## config.mk

```make
export PLATFORM = sky130hd
export DESIGN_NAME = prog_sequencer
export DESIGN_NICKNAME = d
export VERILOG_FILES = /design/src/rtl/prog_pkg.sv /design/src/rtl/prog_timer.sv /design/src/rtl/prog_array.sv /design/src/rtl/prog_sequencer.sv
export SDC_FILE = /design/constraint.sdc
export NUM_CORES = 1
export LEC_CHECK = 0
export BUFFER_PORTS_ARGS = -buffer_cell sky130_fd_sc_hd__buf_2
export CAP_MARGIN = 20
export CORE_MARGIN = 2
export CORE_UTILIZATION = 55
export CTS_CLUSTER_DIAMETER = 80
export DETAILED_ROUTE_END_ITERATION = 12
export MAX_ROUTING_LAYER = met4
export PLACE_DENSITY = 0.86
export SKIP_CTS_REPAIR_TIMING = 1
export SYNTH_ARGS = -nofsm -noshare
export SYNTH_HDL_FRONTEND = slang
export SYNTH_HIERARCHICAL = 1
export SYNTH_SLANG_ARGS = --single-unit
```

## constraint.sdc

```tcl
create_clock -name clk -period 3.1 [get_ports clk]
set_input_delay 0.465 -clock clk [delete_from_list [all_inputs] [get_ports clk]]
set_output_delay 0.465 -clock clk [all_outputs]
set_load 0.02 [all_outputs]
```

## src/rtl/prog_pkg.sv

```systemverilog
package prog_pkg;
  typedef enum logic [2:0] {
    OP_NONE  = 3'd0,
    OP_ERASE = 3'd1,
    OP_WRITE = 3'd2,
    OP_ERAL  = 3'd3,
    OP_WRAL  = 3'd4,
    OP_EN    = 3'd5,
    OP_DIS   = 3'd6,
    OP_READ  = 3'd7
  } op_t;

  function automatic logic is_prog(input op_t op);
    return (op == OP_ERASE) || (op == OP_WRITE) || (op == OP_ERAL) || (op == OP_WRAL);
  endfunction

  function automatic logic is_whole(input op_t op);
    return (op == OP_ERAL) || (op == OP_WRAL);
  endfunction
endpackage

```

## src/rtl/prog_timer.sv

```systemverilog
module prog_timer #(
  parameter int CYCLE_LEN = 40,
  parameter int CW = 6
) (
  input  logic          clk,
  input  logic          rst,
  input  logic          go,
  output logic          busy,
  output logic [CW-1:0] cnt
);
  localparam logic [CW-1:0] LAST = CW'(CYCLE_LEN - 1);

  always_ff @(posedge clk) begin
    if (rst) begin
      busy <= 1'b0;
      cnt  <= '0;
    end else if (!busy) begin
      if (go) begin
        busy <= 1'b1;
        cnt  <= '0;
      end
    end else if (cnt == LAST) begin
      busy <= 1'b0;
    end else begin
      cnt <= cnt + 1'b1;
    end
  end

  // a cycle ends only after the full count
  assert_cycle_len_R3: assert property (@(posedge clk) disable iff (rst)
    $fell(busy) |-> $past(cnt) == LAST);
  // the count never runs past its end
  assert_cnt_bound_R3: assert property (@(posedge clk) disable iff (rst)
    busy |-> cnt <= LAST);
endmodule

```

## src/rtl/prog_array.sv

```systemverilog
module prog_array #(
  parameter int AW = 4,
  parameter int DW = 8
) (
  input  logic          clk,
  input  logic          rst,
  input  logic          we,
  input  logic [AW-1:0] waddr,
  input  logic [DW-1:0] wdata,
  input  logic [AW-1:0] raddr,
  output logic [DW-1:0] rdata,
  input  logic [AW-1:0] maddr,
  output logic [DW-1:0] mdata
);
  localparam int DEPTH = 1 << AW;

  logic [DW-1:0] cells [DEPTH];

  always_ff @(posedge clk) begin
    if (rst) begin
      for (int i = 0; i < DEPTH; i++) cells[i] <= '1;
      rdata <= '1;
    end else begin
      if (we) cells[waddr] <= wdata;
      rdata <= cells[raddr];
    end
  end

  assign mdata = cells[maddr];
endmodule

```

## src/rtl/prog_sequencer.sv

```systemverilog
module prog_sequencer #(
  parameter int AW = 4,
  parameter int DW = 8,
  parameter int CYCLE_LEN = 40
) (
  input  logic          clk,
  input  logic          rst,
  input  logic          sel,
  input  logic          start_pulse,
  input  logic          req_valid,
  input  logic [2:0]    req_op,
  input  logic [AW-1:0] req_addr,
  input  logic [DW-1:0] req_data,
  input  logic [AW-1:0] rd_addr,
  output logic [DW-1:0] rd_data,
  output logic          stat_en,
  output logic          stat_bit
);
  import prog_pkg::*;

  localparam int DEPTH = 1 << AW;
  localparam int TW = $clog2(CYCLE_LEN + 1);
  localparam int CW = (TW > AW + 1) ? TW : AW + 1;

  logic          sel_q, sel_fall;
  logic          armed, wr_ok, shown;
  op_t           p_op;
  logic [AW-1:0] p_addr;
  logic [DW-1:0] p_data;
  logic          go, busy;
  logic [CW-1:0] cnt;
  logic          we;
  logic [AW-1:0] waddr;
  logic [DW-1:0] wdata, cur;

  assign sel_fall = sel_q & ~sel;
  assign go = sel_fall & armed & ~busy & wr_ok & is_prog(p_op);

  always_ff @(posedge clk) begin
    if (rst) begin
      sel_q  <= 1'b0;
      armed  <= 1'b0;
      wr_ok  <= 1'b0;
      shown  <= 1'b0;
      p_op   <= OP_NONE;
      p_addr <= '0;
      p_data <= '0;
    end else begin
      sel_q <= sel;
      if (!busy) begin
        if (req_valid) begin
          armed  <= 1'b1;
          p_op   <= op_t'(req_op);
          p_addr <= req_addr;
          p_data <= req_data;
        end else if (start_pulse || sel_fall) begin
          armed <= 1'b0;
        end
        if (sel_fall && armed) begin
          if (p_op == OP_EN)  wr_ok <= 1'b1;
          if (p_op == OP_DIS) wr_ok <= 1'b0;
        end
      end
      if (go) shown <= 1'b1;
      else if (!busy && (start_pulse || sel_fall)) shown <= 1'b0;
    end
  end

  prog_timer #(.CYCLE_LEN(CYCLE_LEN), .CW(CW)) u_timer (
    .clk(clk), .rst(rst), .go(go), .busy(busy), .cnt(cnt)
  );

  always_comb begin
    if (is_whole(p_op)) begin
      we    = busy && (cnt < CW'(DEPTH));
      waddr = cnt[AW-1:0];
    end else begin
      we    = busy && (cnt == '0);
      waddr = p_addr;
    end
    case (p_op)
      OP_WRITE: wdata = p_data;
      OP_WRAL:  wdata = cur & p_data;
      default:  wdata = '1;
    endcase
  end

  prog_array #(.AW(AW), .DW(DW)) u_array (
    .clk(clk), .rst(rst), .we(we), .waddr(waddr), .wdata(wdata),
    .raddr(rd_addr), .rdata(rd_data), .maddr(waddr), .mdata(cur)
  );

  always_ff @(posedge clk) begin
    if (rst) begin
      stat_en  <= 1'b0;
      stat_bit <= 1'b1;
    end else begin
      stat_en  <= sel & shown;
      stat_bit <= ~busy;
    end
  end

  // a cycle is only launched with the permission latch set
  assert_gate_R2: assert property (@(posedge clk) disable iff (rst)
    $rose(busy) |-> $past(wr_ok));
  // launch coincides with a chip-select fall
  assert_launch_R3: assert property (@(posedge clk) disable iff (rst)
    $rose(busy) |-> ($past(sel_q) && !$past(sel)));
  // status is offered only while chip select was high
  assert_stat_sel_R8: assert property (@(posedge clk) disable iff (rst)
    stat_en |-> $past(sel));
  // the permission latch holds during a cycle
  assert_latch_hold_R10: assert property (@(posedge clk) disable iff (rst)
    (busy && $past(busy)) |-> $stable(wr_ok));
endmodule

```

# Word level (Yosys, flattened, before mapping)
# Memory sizes are Yosys's and may differ from the RTL's. A register that Yosys moved wholly into a read port is not among the register bits.
# Index checks and enable logic that the tools add are counted.
# word_totals
ff_bits	28
ram_bits	128
wordCells	74
memories	1
output_inout_bits	10
mem_bits_ro	0
inputBits	24
latch_bits	0
# classes
reduce_logical	20
add_sub_neg	1
bitwise	9
div_mod_pow	0
eq_ne	8
order_cmp	1
mux	23
multipliers	0
shift	0
# mem_list
name	words	word_bits	rd	rd_ports_with_merged_regs	wr	line	text
u_array.cells	16	8	2	1	16	prog_array.sv:17	logic [DW-1:0] cells [DEPTH];
# op_table
operator	n
6-bit 2-to-1 mux	3
1-bit 2-to-1 mux	16
8-bit case mux with 2 select lines	1
3-bit equality test (second input constant)	3
8-bit bitwise AND	1
4-bit 2-to-1 mux	2
8-bit 2-to-1 mux	1
2-bit nonzero test	4
8-bit OR reduction	1
6-bit by 1-bit adder with 6-bit output (second input constant)	1
1-bit bitwise AND	6
3-bit by 2-bit equality test with 1-bit output (second input constant)	2
6-bit equality test (second input constant)	1
6-bit zero test	1
6-bit by 5-bit less-than comparator with 1-bit output (second input constant)	1
2-bit AND reduction	3
1-bit logical OR	5
1-bit logical AND	4
3-bit by 1-bit equality test with 1-bit output (second input constant)	1
3-bit AND reduction	1
2-bit inequality test (second input constant)	1
1-bit NOT	2
1-bit zero test	1

# Depth between registers and ports, before layout
# logic_depth
word_depth	8
mapped_depth	12
mapped_depth_nobuf	9

# Modules after synthesis
# The synthesis kept the hierarchy.
# modules_own_cells
mod	n_inst	area_each_um2	seq_area_each_um2	cells_per_inst
prog_array	1	7325.8	4003.8	515
prog_sequencer	1	999.7	420.4	130
prog_timer	1	340.3	140.1	37

# Least setup slack after synthesis
# OpenSTA, ideal clock, no wires.
# synth_timing
path_type	register to register
startpoint	reg p_op[2]
endpoint	mem u_array.cells[0][2], data pin
path_buffers	3
setup_ps	262
synth_period_minus_slack_ps	3146
path_stages_with_launch	13
path_slack_ps	-46
t_arrival_ps	2884
t_required_ps	2838
cell_sequence	dfxtp_1 and3b_1 a21o_1 mux2_2 buf_6 buf_6 mux4_1 a22oi_1 nand2_1 a21oi_1 o21ai_0 clkbuf_1 or2_2
# synth_lines
element	line	text
from (decl)	prog_sequencer.sv:27	op_t p_op;
from (signal assigned)	prog_sequencer.sv:53	p_op <= op_t'(req_op);
to (decl)	prog_array.sv:17	

==> summary.txt <==
Hold Path Class: input port to register
Clk root buf: clkbuf_16
Row count: 45
Gate power share: 0.109
MaxCap Viol Count: 0
Max clock buf depth: 2
Die ar.: 16800 sq um
Placed Instance Area: 9370 sq um
Top Metal Used: met4
P per Cell Area: 490 nW/um^2
Cells after Synth: 682
Global Route Usage Sum: 0.301
Startpoint Class: register
CP arrival: 3470 ps
Worst Path Buf+Inv: 3
Initial Utilization: 0.566
Outcome: finished with violations
Most Frequent Cell on Critical Path: buf_6
Most common flop cell mapped by yosys: edfxtp_1
Sw Ratio: 0.233
Grt ovf: 0
Clock skew: 8.79 ps
Slew Limit Fails: 0
CTS tree: done
Chip width: 130 um
Area Overhead vs Synth: 21.4%
Net Count, Synth: 707
Initial antenna violation count: 0
DP HPWL: 16300 um
ANT cells: 0
Peak supply drop: 0.397 mV
Commonest non-fill, non-tap cell in the layout: edfxtp_1
Post-Syn Area per Cell: 12.7 sq um
CTS Sinks: 164
CTS H-Tree Depth: 4
DR vias: 6636
DRT iter0 DRCs: 936
Routed WL: 25800 um
Hold_ws: 270 ps
Maximum clock frequency: 304 MHz
Slew @ Worst Pin: 1000 ps
Commonest non-fill, non-tap cells in the layout: 128 x edfxtp_1, 58 x nand2_1, 52 x buf_4
Layout cells sized above 1: 0.433
Register area share after synthesis: 0.527
Antenna viol nets, final: 0
Post-synth EDFFs: 128
Routed wire per std cell: 26.0 um
Vias in the first global route: 6354
Crit Path Max Fanout: 12
Mapped Area: 8670 sq um
Worst-path cell chain: and3b_1 -> a21o_4 -> buf_6 -> buf_4 -> mux2_2 -> and2b_2 -> a22oi_1 -> nand2_1 -> a21oi_1 -> o21ai_2 -> buf_6 -> or2_2
Worst Setup End Kind: register
#FFs+latches synth: 164
Residual DRC count: 0
Internal: 3.96 mW
Setup violators final: 95
Ys async rst share: 0
First-pass GRT wire length: 35800 um
WL met2: 12700 um
Net Sw Power: 1.20 mW
Met3 wire len: 2490 um
Clk network pwr share: 0.426
Die H: 130 um
CP max-delay cell: mux2_2
Pin count of the biggest net entering global routing: 39
Critical Path RT: 3280 ps
PortBufs: 33
Sequential Power Share: 0.465
M1 WL: 9180 um
Kind of critical path: register to register
Final hold violations: 0
Pleak: 3.13 nW
Final Core Density: 0.687
Ratio of final minimum period to clock period: 1.06
Fill count: 994
Placeable Area: 15300 sq um
Total CTS buffers: 17
Worst path top cell family by delay: simple AND/OR/NAND/NOR gates
Clk pin slew, worst setup/hold paths: 60 ps
TritonRoute pass-1 iters: 6
Unique masters post-synth: 62
Final worst path period need: 3290 ps
YS warnings: 6
Routed vias/inst: 6.69
Design area: 10500 sq um
Setup TNS Final: -7850 ps
IO Pins: 34
Crit-path max cell delay: 410 ps
Clk_lat worst skew: 440 ps
GP Congestion: 0.969
Nets: 794
Failing checks: setup timing
RSZ-0062 raised after global routing: yes
Rel. slew slack: 0.330
Setup ws final: -190 ps
[logic make-up (layout without fill, tap and decap cells)]
family,count (synthesis),in the layout,share of synthesized area
simple gates,273,273,0.184
flops,164,164,0.527
compound gates,103,103,0.0772
mux,92,93,0.177
buf+inv,48,146,0.0322
fa+ha+maj,1,1,0.00144
xor+xnor,1,1,0.00101
[cells in the mapped netlist, drive strengths merged, types with 2 or more instances]
library cell / n / share of area
and3: 3 / 0.0022
mux4: 40 / 0.11
nand4b: 2 / 0.0038
or2: 86 / 0.062
buf: 25 / 0.020
o21bai: 2 / 0.0017
nand2b: 58 / 0.042
or3b: 3 / 0.0033
nand3: 6 / 0.0035
o2111ai: 2 / 0.0020
a21oi: 26 / 0.015
dfxtp: 36 / 0.083
and4bb: 3 / 0.0043
clkdlybuf4s25: 3 / 0.0035
a21o: 2 / 0.0017
o21ai: 24 / 0.015
or3: 10 / 0.0072
and2: 4 / 0.0029
a22oi: 17 / 0.015
edfxtp: 128 / 0.44
o221ai: 7 / 0.0071
clkbuf: 18 / 0.0078
a31oi: 2 / 0.0014
nor2: 18 / 0.0078
nor4: 2 / 0.0014
nor2b: 8 / 0.0058
o22ai: 7 / 0.0051
and2b: 2 / 0.0017
nand2: 58 / 0.025
inv: 2 / 0.00087
mux2i: 24 / 0.028
a211oi: 7 / 0.0061
nor3b: 2 / 0.0029
mux2: 28 / 0.036
[tightest hold or removal path: stages]
cell and delay [ps]:
buf_2 100, nand2_1 50, a21oi_1 50
[power by group through the flow]
stage | sequential [mW] | clock [mW] | combinational, mW
6_report | 2.40 | 2.20 | 0.562
5_1_grt | 2.40 | 2.30 | 0.582
4_1_cts | 2.39 | 2.20 | 0.447
3_5_place_dp | 2.44 | 0 | 0.441
3_3_place_gp | 2.44 | 0 | 0.423
2_1_floorplan | 2.44 | 0 | 0.261
[flip-flops by register name, indices dropped and copies added, names as in the netlist]
register	count
u_timer/cnt	6
p_addr	4
p_op	3
u_timer/busy	1
shown	1
stat_en	1
stat_bit	1
u_array/cells	128
wr_ok	1
armed	1
u_array/rdata	8
sel_q	1
p_data	8
[final timing paths]
check | start | end | slack [ps] | cells after the start
worst max-delay path | p_op[1] | u_array/cells[1][6] | -190 | 12
worst min-delay path | req_op[1] | p_op[1] | 270 | 3
worst max register to register | p_op[1] | u_array/cells[1][6] | -190 | 12
worst min register to register | p_addr[3] | p_addr[3] | 470 | 2
[cell type report]
cell class	count	area [sq um]	area share
well taps	211	264	0.0251
clock inverters	13	184	0.0175
repair buffers	113	928	0.0883
multi-input cells	471	4140	0.393
flip-flops and latches	164	4570	0.434
inverters	2	7.51	0.000714
clock buffers	18	429	0.0408
[metrics by stage]
stage          setup slack [ps]  instances  power [mW]
3_5_place_dp               -420        949        2.88
3_3_place_gp               -323        949        2.86
6_report                   -190        992        5.15
4_1_cts                    -438        980        5.03
5_1_grt                    -244        992        5.28
2_1_floorplan              22.4        682        2.71
[per-layer routing]
metal / up-vias / track usage
met4: 0 / 0.135
met1: 3287 / 0.362
met5: - / -
li1: 2744 / -
met2: 483 / 0.487
met3: 122 / 0.0735
(Power assumes the default switching activity.)
